### src/rtl/tri_irq_pkg.sv
package tri_irq_pkg;
    localparam int DATA_W       = 32;
    localparam int NUM_SRC      = 3;
    localparam int FIELD_STRIDE = 8;
    localparam int BIT_EN       = 0;
    localparam int BIT_PEND     = 1;
    localparam int BIT_GATE     = 2;

    typedef struct packed {
        logic en;
        logic pend;
    } src_state_t;

    typedef struct packed {
        logic load;
        logic en;
        logic pend;
    } src_cmd_t;

    function automatic int slice_base(input int idx);
        return idx * FIELD_STRIDE;
    endfunction
endpackage

### src/rtl/irq_slice.sv
module irq_slice
    import tri_irq_pkg::*;
(
    input  logic       clk,
    input  logic       rst,
    input  src_cmd_t   cmd,
    input  logic       req,
    output src_state_t state
);
    always_ff @(posedge clk) begin
        if (rst) begin
            state <= '0;
        end else if (cmd.load) begin
            state.en   <= cmd.en;
            state.pend <= cmd.pend | req;
        end else begin
            state.pend <= state.pend | req;
        end
    end
endmodule

### src/rtl/irq_merge.sv
module irq_merge #(
    parameter int N = 3
) (
    input  logic         clk,
    input  logic         rst,
    input  logic [N-1:0] en_vec,
    input  logic [N-1:0] pend_vec,
    output logic         irq
);
    always_ff @(posedge clk) begin
        if (rst) irq <= 1'b0;
        else     irq <= |(en_vec & pend_vec);
    end
endmodule

### src/rtl/tri_irq_reg.sv
module tri_irq_reg
    import tri_irq_pkg::*;
#(
    parameter int NUM_SRC_P    = tri_irq_pkg::NUM_SRC,
    parameter int FIELD_STRIDE_P = tri_irq_pkg::FIELD_STRIDE
) (
    input  logic                 clk,
    input  logic                 rst,
    input  logic                 wr_en,
    input  logic [DATA_W-1:0]    wr_data,
    input  logic [NUM_SRC_P-1:0] src_req,
    output logic [DATA_W-1:0]    rd_data,
    output logic                 irq
);
    localparam int SPAN = NUM_SRC_P * FIELD_STRIDE_P;

    src_state_t           st [NUM_SRC_P];
    logic [NUM_SRC_P-1:0] en_vec;
    logic [NUM_SRC_P-1:0] pend_vec;

    for (genvar g = 0; g < NUM_SRC_P; g++) begin : g_src
        localparam int B = g * FIELD_STRIDE_P;
        src_cmd_t cmd;
        assign cmd.load = wr_en & wr_data[B + BIT_GATE];
        assign cmd.en   = wr_data[B + BIT_EN];
        assign cmd.pend = wr_data[B + BIT_PEND];

        irq_slice u_slice (
            .clk   (clk),
            .rst   (rst),
            .cmd   (cmd),
            .req   (src_req[g]),
            .state (st[g])
        );

        assign en_vec[g]   = st[g].en;
        assign pend_vec[g] = st[g].pend;
    end

    always_comb begin
        rd_data = '0;
        for (int i = 0; i < NUM_SRC_P; i++) begin
            rd_data[i * FIELD_STRIDE_P + BIT_EN]   = en_vec[i];
            rd_data[i * FIELD_STRIDE_P + BIT_PEND] = pend_vec[i];
        end
    end

    irq_merge #(.N(NUM_SRC_P)) u_merge (
        .clk      (clk),
        .rst      (rst),
        .en_vec   (en_vec),
        .pend_vec (pend_vec),
        .irq      (irq)
    );

    if (SPAN > DATA_W) begin : g_bad_cfg
        initial $error("tri_irq_reg: slices exceed register width");
    end
endmodule

### config.mk
export PLATFORM = sky130hd
export DESIGN_NAME = tri_irq_reg
export DESIGN_NICKNAME = d
export VERILOG_FILES = /design/src/rtl/tri_irq_pkg.sv /design/src/rtl/irq_slice.sv /design/src/rtl/irq_merge.sv /design/src/rtl/tri_irq_reg.sv
export SDC_FILE = /design/constraint.sdc
export NUM_CORES = 1
export LEC_CHECK = 0
export BUFFER_PORTS_ARGS = -buffer_cell sky130_fd_sc_hd__buf_2
export CAP_MARGIN = 15
export CORE_UTILIZATION = 29
export DETAILED_ROUTE_END_ITERATION = 10
export GPL_ROUTABILITY_DRIVEN = 0
export PLACE_DENSITY = 0.75
export SLEW_MARGIN = 20
export SYNTH_ARGS = -nofsm -noshare
export SYNTH_HDL_FRONTEND = slang
export SYNTH_SLANG_ARGS = --single-unit
### constraint.sdc
create_clock -name clk -period 1 [get_ports clk]
set_input_delay 0 -clock clk [delete_from_list [all_inputs] [get_ports clk]]
set_output_delay 0 -clock clk [all_outputs]
set_load 0.005 [all_outputs]
==> out/results.txt <==
grt ovf - 0
Comb power frac - 18.7%
Synth area leader - buf_4
Hold Vio Cnt, Final - 0
Tot GR Track Use - 10.76%
failing checks - DRC
syn avg cell area - 9.009 µm²
crit path time final - 0.8647 ns
sequential share of power - 44.6%
Reg clk slew, reported paths - 0.05 ns
DP Area - 508.0 µm²
skew final - 0.003814 ns
unrepaired setup endpoints after global routing - false
Synth Register Bits - 7
fin nets - 121
status - finished with violations
fillers - 175
Post-CTS Setup Inserts - 0
vias in the first global route - 347
switching power share of the total - 26.34%
sequential element share of the synthesized area - 28.28%
starting DRC count in detailed routing - 12
Max Fclk - 1.156 GHz
Final period util - 86.47%
internal power - 0.0005103 W
Design Area, Final - 574.3 µm²
initial antenna violation count - 0
Mapped Cells - 55
critical path class - input pin to flip-flop
final wirelength - 868 µm
Port Buffers - 21
# clock sinks - 7
pre-CTS worst setup slack - 0.1602 ns
clock buffer depth - 2
Crit-path slowest cell - dlygate4sd3_1
Worst Path Arrival - 0.99 ns
final core utilization - 36.84%
Max IR drop VDD - 0.6758 mV
Worst Slack Setup Final - 0.1353 ns
top post-synthesis cells by count - buf_4, dfxtp_1, nor2_1
EDFF count, synth - 0
core area - 0.001559 mm²
Avg Vias per Cell - 4.041
I/O pin total - 71
Pins Over Slew Limit - 0
Crit path max-delay family - buffers and inverters
DPL Wire Length - 714.7 µm
cell with the most instances after synthesis - buf_4
post-route ant nets - 0
hold crit path type - input pin to flip-flop
synth unique cells - 13
H-Tree Level Count - 1
via count - 396
Final setup viols - 0
Buf/Inv on CP - 2
P&R area growth vs syn - 15.91%
Worst Setup End Kind - flip-flop
Synth area leaders - buf_4, dfxtp_1, a21bo_2
Antenna diodes - 0
CTS buffer count - 3
layout cell share with drive strength beyond 1 - 35.37%
Psw - 0.0001825 W
first-pass GRT wire length - 1421 µm
Synth top area share - 39.39%
Die Span Y - 43.34 µm
maxcap violations - 0
TNS Setup - 0 ns
# rows - 14
Total Power - 0.0006927 W
LEAKAGE - 0.3006 nW
dominant synthesized flop cell - dfxtp_1
count of cells resized by post-cts repair - 0
TritonCTS clock tree - done
Post-synth ARST share - 0%
mapped cell area - 495.5 µm²
YS warnings - 0
Skew-Pair Late Insertion Delay - 0.25 ns
CTS root buf - clkbuf_4
Clock power frac - 36.6%
DIE WIDTH - 43.34 µm
Power Dens Cells - 1206 mW/mm²
CP max FO - 4
Die ar. - 0.001878 mm²
largest net degree at the start of global routing - 13
cells along the critical path - dlygate4sd3_1 -> buf_2 -> a211oi_1 -> a311oi_1
critical path data required time - 1.12 ns
startpoint types - input pin
critical path's largest stage delay - 0.54 ns
drc violations - 4
wire length per cell - 8.857 µm
drt pass-1 iters - 8
starting density of the core - 31.78%
final timing paths:
check | start | slack (ns) | endpoint | cells after the start
max reg2reg | g_src[1].u_slice.state[0] | 0.16 | u_merge.irq | 2
min reg2reg | g_src[0].u_slice.state[1] | 0.54 | u_merge.irq | 2
min | rst | 0.007 | g_src[1].u_slice.state[1] | 2
max | wr_data[10] | 0.14 | g_src[1].u_slice.state[0] | 4
layer usage:
| metal | vias up | wire, µm | GRT usage (%) |
|---|---|---|---|
| met5 | - | 0 | 0 |
| met4 | 0 | 8 | 5.625 |
| met3 | 2 | 91 | 7.917 |
| met2 | 29 | 433 | 16.97 |
| met1 | 172 | 335 | 10.34 |
| li1 | 193 | - | - |
placed cells by master (no fill, tap or decap):
master,instances
a211oi_1,2
a211oi_2,1
a21bo_2,3
a21oi_1,3
a222oi_1,1
a311oi_1,2
a311oi_2,1
buf_2,21
clkbuf_1,1
clkbuf_4,3
conb_1,26
dfxtp_1,7
dlygate4sd3_1,4
nand3_1,3
nor2_1,4
cell families (layout without fill, tap and decap cells):
logic type,Yosys count,in the layout,share of synthesized area [%]
buf+inv,27,29,41.67
compound gates,13,13,23.23
flops,7,7,28.28
simple gates,7,7,6.059
other cells,1,26,0.7568
state kept, by name, indices dropped and copies added, names as in the netlist:
| name | flops |
|---|---|
| u_merge.irq | 1 |
| g_src.u_slice.state | 6 |
area by class of cell:
type                    instances  area, µm²  share of cell area, %
clock buffers                   4      26.28                  4.575
flip-flops and latches          7      140.1                  24.40
multi-input cells              46      242.7                  42.27
well taps                      16      20.02                  3.486
repair buffers                 25      145.1                  25.27
metrics by stage:
stage | hold WS (ns) | instances
after global routing | 0.004309 | 98
after global placement | 0.2478 | 90
after detailed placement | 0.2583 | 90
after CTS | 0.004857 | 98
final | 0.007105 | 98
after floorplan | 0.06786 | 80
power by group through the flow:
stage | combinational, W | clock (W) | sequential, W
6_report | 0.000130 | 0.000254 | 0.000309
5_1_grt | 0.000147 | 0.000283 | 0.000312
4_1_cts | 0.000129 | 0.000265 | 0.000310
3_5_place_dp | 0.000117 | 0 | 0.000315
3_3_place_gp | 0.000114 | 0 | 0.000315
2_1_floorplan | 0.000134 | 0 | 0.000315
timing repair:
item | CTS | global route
hold buffers | 4 | 0
setup endpoints to repair | 0 | 0
endpoints found under the hold margin | 4 | 0
Note: power is estimated with default switching activity, not from simulation.
